`src/rtl/sram_fifo_ctrl_pkg.sv`:
```
package sram_fifo_ctrl_pkg;
  typedef enum logic [1:0] {
    OP_NONE = 2'd0,
    OP_POP  = 2'd1,
    OP_PUSH = 2'd2
  } fifo_op_e;
endpackage

```
`src/rtl/fifo_op_select.sv`:
```
module fifo_op_select
  import sram_fifo_ctrl_pkg::*;
(
  input  logic     push_req,
  input  logic     pop_req,
  input  logic     is_full,
  input  logic     is_empty,
  output fifo_op_e op
);
  // Dequeue wins when it can proceed; otherwise a legal enqueue goes ahead.
  always_comb begin
    op = OP_NONE;
    if (pop_req && !is_empty)      op = OP_POP;
    else if (push_req && !is_full) op = OP_PUSH;
  end
endmodule

```
`src/rtl/fifo_wrap_ptr.sv`:
```
module fifo_wrap_ptr #(
  parameter int PTR_W = 15
) (
  input  logic             clk,
  input  logic             rst_n,
  input  logic             step,
  output logic [PTR_W-1:0] ptr
);
  logic [PTR_W-1:0] ptr_d;

  // Natural modulo-2^PTR_W overflow gives the wrap to zero.
  always_comb begin
    ptr_d = ptr;
    if (step) ptr_d = ptr + PTR_W'(1);
  end

  always_ff @(posedge clk or negedge rst_n) begin
    if (!rst_n) ptr <= '0;
    else        ptr <= ptr_d;
  end
endmodule

```
`src/rtl/fifo_occupancy.sv`:
```
module fifo_occupancy #(
  parameter int ADDR_W = 15
) (
  input  logic          clk,
  input  logic          rst_n,
  input  logic          up,
  input  logic          down,
  output logic [ADDR_W:0] level,
  output logic          is_full,
  output logic          is_empty,
  output logic          is_half
);
  localparam logic [ADDR_W:0] CAP  = (ADDR_W+1)'(1) << ADDR_W;
  localparam logic [ADDR_W:0] HALF = CAP >> 1;

  logic [ADDR_W:0] level_d;

  always_comb begin
    level_d = level;
    if (up && !down)      level_d = level + (ADDR_W+1)'(1);
    else if (down && !up) level_d = level - (ADDR_W+1)'(1);
  end

  always_ff @(posedge clk or negedge rst_n) begin
    if (!rst_n) level <= '0;
    else        level <= level_d;
  end

  assign is_full  = (level == CAP);
  assign is_empty = (level == '0);
  assign is_half  = (level >= HALF);
endmodule

```
`src/rtl/sram_fifo_ctrl.sv`:
```
module sram_fifo_ctrl
  import sram_fifo_ctrl_pkg::*;
#(
  parameter int ADDR_W = 15
) (
  input  logic              clk,
  input  logic              rst_n,
  input  logic              push_req,
  input  logic              pop_req,
  output logic [ADDR_W-1:0] mem_addr,
  output logic              mem_wr_en,
  output logic              mem_rd_en,
  output logic              q_full,
  output logic              q_empty,
  output logic              q_half
);
  localparam int N_PTR = 2;
  localparam int HEAD  = 0;
  localparam int TAIL  = 1;

  // Reset: asserted asynchronously, released on the second rising edge.
  logic [1:0] rst_pipe;
  logic       rst_ni;
  always_ff @(posedge clk or negedge rst_n) begin
    if (!rst_n) rst_pipe <= 2'b00;
    else        rst_pipe <= {rst_pipe[0], 1'b1};
  end
  assign rst_ni = rst_pipe[1];

  fifo_op_e          op;
  logic [N_PTR-1:0]  ptr_step;
  logic [ADDR_W-1:0] ptr_val [N_PTR];
  logic [ADDR_W:0]   level;

  fifo_op_select u_sel (
    .push_req (push_req),
    .pop_req  (pop_req),
    .is_full  (q_full),
    .is_empty (q_empty),
    .op       (op)
  );

  assign ptr_step[HEAD] = (op == OP_POP);
  assign ptr_step[TAIL] = (op == OP_PUSH);

  for (genvar g = 0; g < N_PTR; g++) begin : g_ptr
    fifo_wrap_ptr #(.PTR_W(ADDR_W)) u_ptr (
      .clk   (clk),
      .rst_n (rst_ni),
      .step  (ptr_step[g]),
      .ptr   (ptr_val[g])
    );
  end

  fifo_occupancy #(.ADDR_W(ADDR_W)) u_occ (
    .clk      (clk),
    .rst_n    (rst_ni),
    .up       (ptr_step[TAIL]),
    .down     (ptr_step[HEAD]),
    .level    (level),
    .is_full  (q_full),
    .is_empty (q_empty),
    .is_half  (q_half)
  );

  // Single address bus: tail pointer on a write, head pointer otherwise.
  assign mem_addr  = (op == OP_PUSH) ? ptr_val[TAIL] : ptr_val[HEAD];
  assign mem_wr_en = ptr_step[TAIL];
  assign mem_rd_en = ptr_step[HEAD];
endmodule

```
`config.mk`:
```
export PLATFORM = sky130hd
export DESIGN_NAME = sram_fifo_ctrl
export DESIGN_NICKNAME = d
export VERILOG_FILES = /design/src/rtl/sram_fifo_ctrl_pkg.sv /design/src/rtl/fifo_op_select.sv /design/src/rtl/fifo_wrap_ptr.sv /design/src/rtl/fifo_occupancy.sv /design/src/rtl/sram_fifo_ctrl.sv
export SDC_FILE = /design/constraint.sdc
export NUM_CORES = 1
export LEC_CHECK = 0
export BUFFER_PORTS_ARGS = -buffer_cell sky130_fd_sc_hd__buf_2
export CAP_MARGIN = 20
export CORE_ASPECT_RATIO = 1.4
export CORE_MARGIN = 3
export CORE_UTILIZATION = 54
export CTS_CLUSTER_DIAMETER = 50
export DETAILED_ROUTE_END_ITERATION = 10
export GPL_TIMING_DRIVEN = 1
export PLACE_DENSITY = 0.76
export SYNTH_ARGS = -nofsm -noshare
export SYNTH_HDL_FRONTEND = slang
export SYNTH_HIERARCHICAL = 1
export SYNTH_SLANG_ARGS = --single-unit
```
`constraint.sdc`:
```
create_clock -name clk -period 2.4 [get_ports clk]
set_input_delay 0.36 -clock clk [delete_from_list [all_inputs] [get_ports clk]]
set_output_delay 0.36 -clock clk [all_outputs]
set_load 0.01 [all_outputs]
```
Yosys cells after proc, flatten, opt, wreduce, memory -nomap -nowiden
Cells that the tools add are included.

cells by class
  multiplexer cells = 5
  eq/ne operators = 3
  reduce and logical (&&, ||, !) cells = 10
  add/sub/neg operators = 4
  order comparisons = 1

operators with widths
  kind                                                                                   number
  16-bit 2-to-1 mux                                                                      2
  15-bit by 1-bit adder with 15-bit output, second input constant                        2
  16-bit by 1-bit adder with 16-bit output, second input constant                        1
  16-bit == test, second input constant                                                  1
  16-bit by 15-bit greater-or-equal comparator with 1-bit output, second input constant  1
  16-bit logical NOT                                                                     1
  16-bit by 1-bit subtractor with 16-bit output, second input constant                   1
  15-bit 2-to-1 mux                                                                      1
  1-bit logical AND                                                                      4
  1-bit logical NOT                                                                      4
  2-bit 2-to-1 mux                                                                       2
  2-bit by 1-bit == test with 1-bit output, second input constant                        1
  2-bit == test, second input constant                                                   1
  2-bit nonzero test                                                                     1

storage, ports and cells
  register bits after elaboration = 48

Depth between registers and ports, before layout
  word-level depth = 10
  mapped depth = 18
  mapped depth without buffers = 16

By module
The synthesis kept the hierarchy.

by module, submodules not included
  module          area an instance (um^2)  cells each  times used  sequential area each (um^2)
  fifo_occupancy  1398.8                   168         1           400.4
  fifo_wrap_ptr   653.1                    54          2           375.4
  sram_fifo_ctrl  310.3                    22          1           50.0
  fifo_op_select  26.3                     2           1           0.0

Worst setup path after synthesis
No wires, ideal clock.

  kind = register to register
  from = register u_occ.level[0]
  to = register u_occ.level[14]
  setup time = 0.095 ns
  path buffers = 3
  path slack = -1.480 ns
  data arrival time = 3.785 ns
  cell stages (with the launch flop) = 18
  cells stage by stage = dfrtp_1 -> nor4_1 -> nand4_1 -> nor3b_1 -> nor3b_2 -> nor2b_4 -> buf_6 -> buf_12 -> ha_1 -> inv_1 -> ha_1 -> buf_6 -> a21o_1 -> a21o_1 -> a21oi_2 -> nor2_1 -> o31a_1 -> o31ai_1

between the ends
  longest elaborated chain between the ends = 9
  elaborated cells on any way between the ends = 19

ends and longest elaborated chain
  item                                 line                  text
  start: declaration                   fifo_occupancy.sv:8   output logic [ADDR_W:0] level,
  start signal: assignment             fifo_occupancy.sv:26  else level <= level_d;
  16-bit == test *                     fifo_occupancy.sv:29  assign is_full = (level == CAP);
  net q_full                           sram_fifo_ctrl.sv:13  output logic q_full,
  1-bit logical NOT *                  fifo_op_select.sv:14  else if (push_req && !is_full) op = OP_PUSH;
  1-bit logical AND *                  fifo_op_select.sv:14
  2-bit 2-to-1 mux *                   fifo_op_select.sv:14
  2-bit 2-to-1 mux *                   fifo_op_select.sv:13  if (pop_req && !is_empty) op = OP_POP;
  net op[1]                            sram_fifo_ctrl.sv:30  fifo_op_e op;
  2-bit == test *                      sram_fifo_ctrl.sv:44  assign ptr_step[TAIL] = (op == OP_PUSH);
  net mem_wr_en                        sram_fifo_ctrl.sv:11  output logic mem_wr_en,
  1-bit logical NOT                    fifo_occupancy.sv:21  else if (down && !up) level_d = level - (ADDR_W+1)'(1);
  1-bit logical AND                    fifo_occupancy.sv:21
  2-bit nonzero test (no source line)  -

The timed path passes the listed nets; every way through them passes the cells marked *. The select of a mux whose other input is x is not followed.
A chain may end at the register's enable or synchronous reset.

Final worst setup path
  from = register u_occ.level[8]
  to = register u_occ.level[15]

between the ends
  elaborated cells on any way between the ends = 19

RTL lines
  item                                                                       line                                        text
  16-bit logical NOT *                                                       fifo_occupancy.sv:30                        assign is_empty = (level == '0);
  1-bit logical NOT *                                                        fifo_op_select.sv:13
  1-bit logical AND *                                                        fifo_op_select.sv:13
  2-bit 2-to-1 mux *                                                         fifo_op_select.sv:13
  net op[0]                                                                  sram_fifo_ctrl.sv:30
  2-bit by 1-bit == test with 1-bit output or 2-bit == test (tied branches)  sram_fifo_ctrl.sv:43, sram_fifo_ctrl.sv:44
  1-bit logical NOT (on tied branches)                                       fifo_occupancy.sv:20, fifo_occupancy.sv:21
  1-bit logical AND (on tied branches)                                       fifo_occupancy.sv:20, fifo_occupancy.sv:21
  16-bit 2-to-1 mux or 2-bit nonzero test (tied branches)                    -

Marked as above.

==> metrics.csv <==
metric,value,unit
status,finished with violations,
failing checks,negative setup slack,
R2R Setup Slk,-1590,ps
reg2reg end,u_occ/level[15],
initial drt markers,362,
post-route total power,0.00577,W
fmax,250,MHz
grt ovf,0,
Die X,69.4,µm
worst hold path class,primary input to asynchronous set/reset pin,
# rows,31,
CTS tree,built,
DIE HEIGHT,94.8,µm
CP startpoint kind,flip-flop,
first-pass GRT wire length,15100,µm
Critical R2R Launch,u_occ/level[8],
Synth top area share,0.395,
placed cell area,0.00385,mm²
critical path arrival,4200,ps
vias per cell,6.68,
Netlist cell types,49,
"commonest non-fill, non-tap cell in the layout",buf_4,
Root Driver,clkbuf_8,
layout cell share with drive strength beyond 1,0.537,
Final GP Congestion,0.934,
post-synthesis sequential area ratio,0.395,
setup ws final,-1590,ps
peak supply drop,0.950,mV
Netlist Area Pre-Place,0.00304,mm²
crit-path max FO,15,
Synth area leaders,"dfrtp_1 (39%), xnor2_1 (7.5%), ha_1 (7.4%), nand2_1 (5.4%), mux2_4 (4.4%)",
final worst-path cycle share,1.66,
CP required,2610,ps
max-slew violation count,0,
worst slew pin tran,626,ps
Worst setup EP type,flip-flop,
routed len/inst,25.6,µm
crit path to,u_occ/level[15],
NumNets Final,441,
Slew Limit Headroom,0.583,
area delta synth->final,58.2,%
DRC,0,
DIE AREA,0.00658,mm²
"FFs w/ async S/R, synth",1.00,
Clock Skew,9.38,ps
initial core utilization,0.572,
Fin. Hold Viols,0,
Power Dens Cells,1200,mW/mm²
"Min Clock Period, post-route",3990,ps
Synth Register Bits,48,
Syn Area/Cell,10.1,µm²
vias in the first global route,3041,
synth warn,6,
clock sink total,48,
Syn Nets,323,
crit path from,u_occ/level[8],
CP Class,flip-flop to flip-flop,
"EDFF count, synth",0,
cells after synthesis,300,
GR Util All Layers,0.293,
dominant synthesized flop cell,dfrtp_1,
most frequent cells in the layout,"buf_4 (72), dfrtp_1 (47), nand2_1 (41)",
post-DP HPWL,5540,µm
largest net degree at the start of global routing,47,
initial antenna violation count,1,
DRT antenna net count,0,
final setup fails,64,
Max-Cap Viols,0,
H-tree levels,2,
TritonCTS buffer count,5,
Clock Path Buffers,2,
static leakage,2.27,nW
I/O Buffers,23,
via count,3240,
core box area,0.00531,mm²
WL final,12400,µm
clk slew on worst S/H paths,90,ps
cell taking the most area after synthesis,dfrtp_1,
Worst-Skew Late Latency,310,ps
I/O pin count,24,
number of diodes,0,
drt first pass iters,5,
hold_ws,385,ps
design area,0.00481,mm²
R2R cell count,18,
unrepaired setup endpoints after global routing,true,
[routing by layer]
metal / routed length [µm] / up-vias / GRT usage
li1: - / 1300 / -
met1: 3990 / 1555 / 0.309
met2: 6430 / 269 / 0.567
met3: 953 / 114 / 0.0330
met4: 1020 / 2 / 0.155
met5: 13 / - / 0
[state kept, by name (all words and copies together) (netlist names)]
register and count:
rst_pipe 2, g_ptr.u_ptr/ptr 30, u_occ/level 16
[cell usage after synthesis (5+ instances only)]
cell type	n
a21oi_1	10
clkbuf_1	5
nor2_1	17
mux2_4	9
xor2_1	12
ha_1	18
nand2_1	44
mux2_2	8
o21ai_0	14
inv_1	6
nand4_1	9
nor4_1	6
a21o_1	8
xnor2_1	26
dfrtp_1	48
nand3_1	5
[worst min-delay path by stage]
stage                        to  cells after the start
floorplan           rst_pipe[0]                      0
global placement    rst_pipe[0]                      1
detailed placement  rst_pipe[0]                      1
CTS                 rst_pipe[0]                      2
global route        rst_pipe[0]                      2
finish              rst_pipe[0]                      2
[repair_timing]
item	in CTS	in global routing
endpoints found under the hold margin	2	0
hold buffers	1	0
setup buffers	13	15
pin swaps	21	19
cloned	3	0
endpoints found under the setup margin	58	63
gates resized for setup	65	44
[layout make-up]
| type | instances | area, µm² |
|---|---|---|
| Tap cell | 66 | 82.6 |
| Inverter | 6 | 32.5 |
| Clock buffer | 6 | 82.6 |
| Multi-Input combinational cell | 237 | 2300 |
| Clock inverter | 2 | 38.8 |
| Sequential cell | 48 | 1200 |
| Timing Repair Buffer | 120 | 1070 |
| Fill cell | 189 | 503 |
[worst max-delay path, cell delays in order (launching register included)]
cell,delay (ps)
dfrtp_1,420
nor4_2,340
buf_4,180
nand4_1,160
buf_4,200
nor2_4,120
nor2b_4,60
nor3b_2,270
and2b_4,260
inv_4,60
ha_4,160
inv_8,90
ha_2,330
a21oi_2,190
o21ai_1,140
a221oi_2,340
o31ai_4,130
mux2i_1,240
xnor2_1,190
[logic make-up (layout without fill, tap and decap cells)]
logic type,count (synthesis),count (layout),synth area share
flip-flops,48,48,0.395
multiplexers,20,20,0.0839
buffers and inverters,15,134,0.0292
AO/OA/AOI/OAI,53,53,0.114
adder cells (fa/ha/maj),19,19,0.0806
AND/OR/NAND/NOR,106,106,0.187
other,1,1,0.00123
XOR/XNOR,38,38,0.109
[metrics by stage]
stage / instances / TNS (ps) / worst slack (ps) / utilization
after detailed placement: 447 / -29640 / -1240 / 0.724
final: 485 / -56810 / -1590 / 0.905
after floorplan: 300 / -10620 / -984 / -
after CTS: 471 / -35750 / -1140 / 0.839
after global routing: 485 / -59730 / -1670 / 0.905
after global placement: 447 / -25970 / -1130 / 0.724
[power breakdown]
| part | switching, W | internal (W) | total, W | leakage [nW] |
|---|---|---|---|---|
| combinational | 0.00183 | 0.00195 | 0.00377 | 1.59 |
| sequential | 0.000329 | 0.00104 | 0.00137 | 0.615 |
| clock | 0.000293 | 0.000341 | 0.000635 | 0.0614 |
| total | 0.00245 | 0.00332 | 0.00577 | 2.27 |
(Power assumes the default switching activity.)
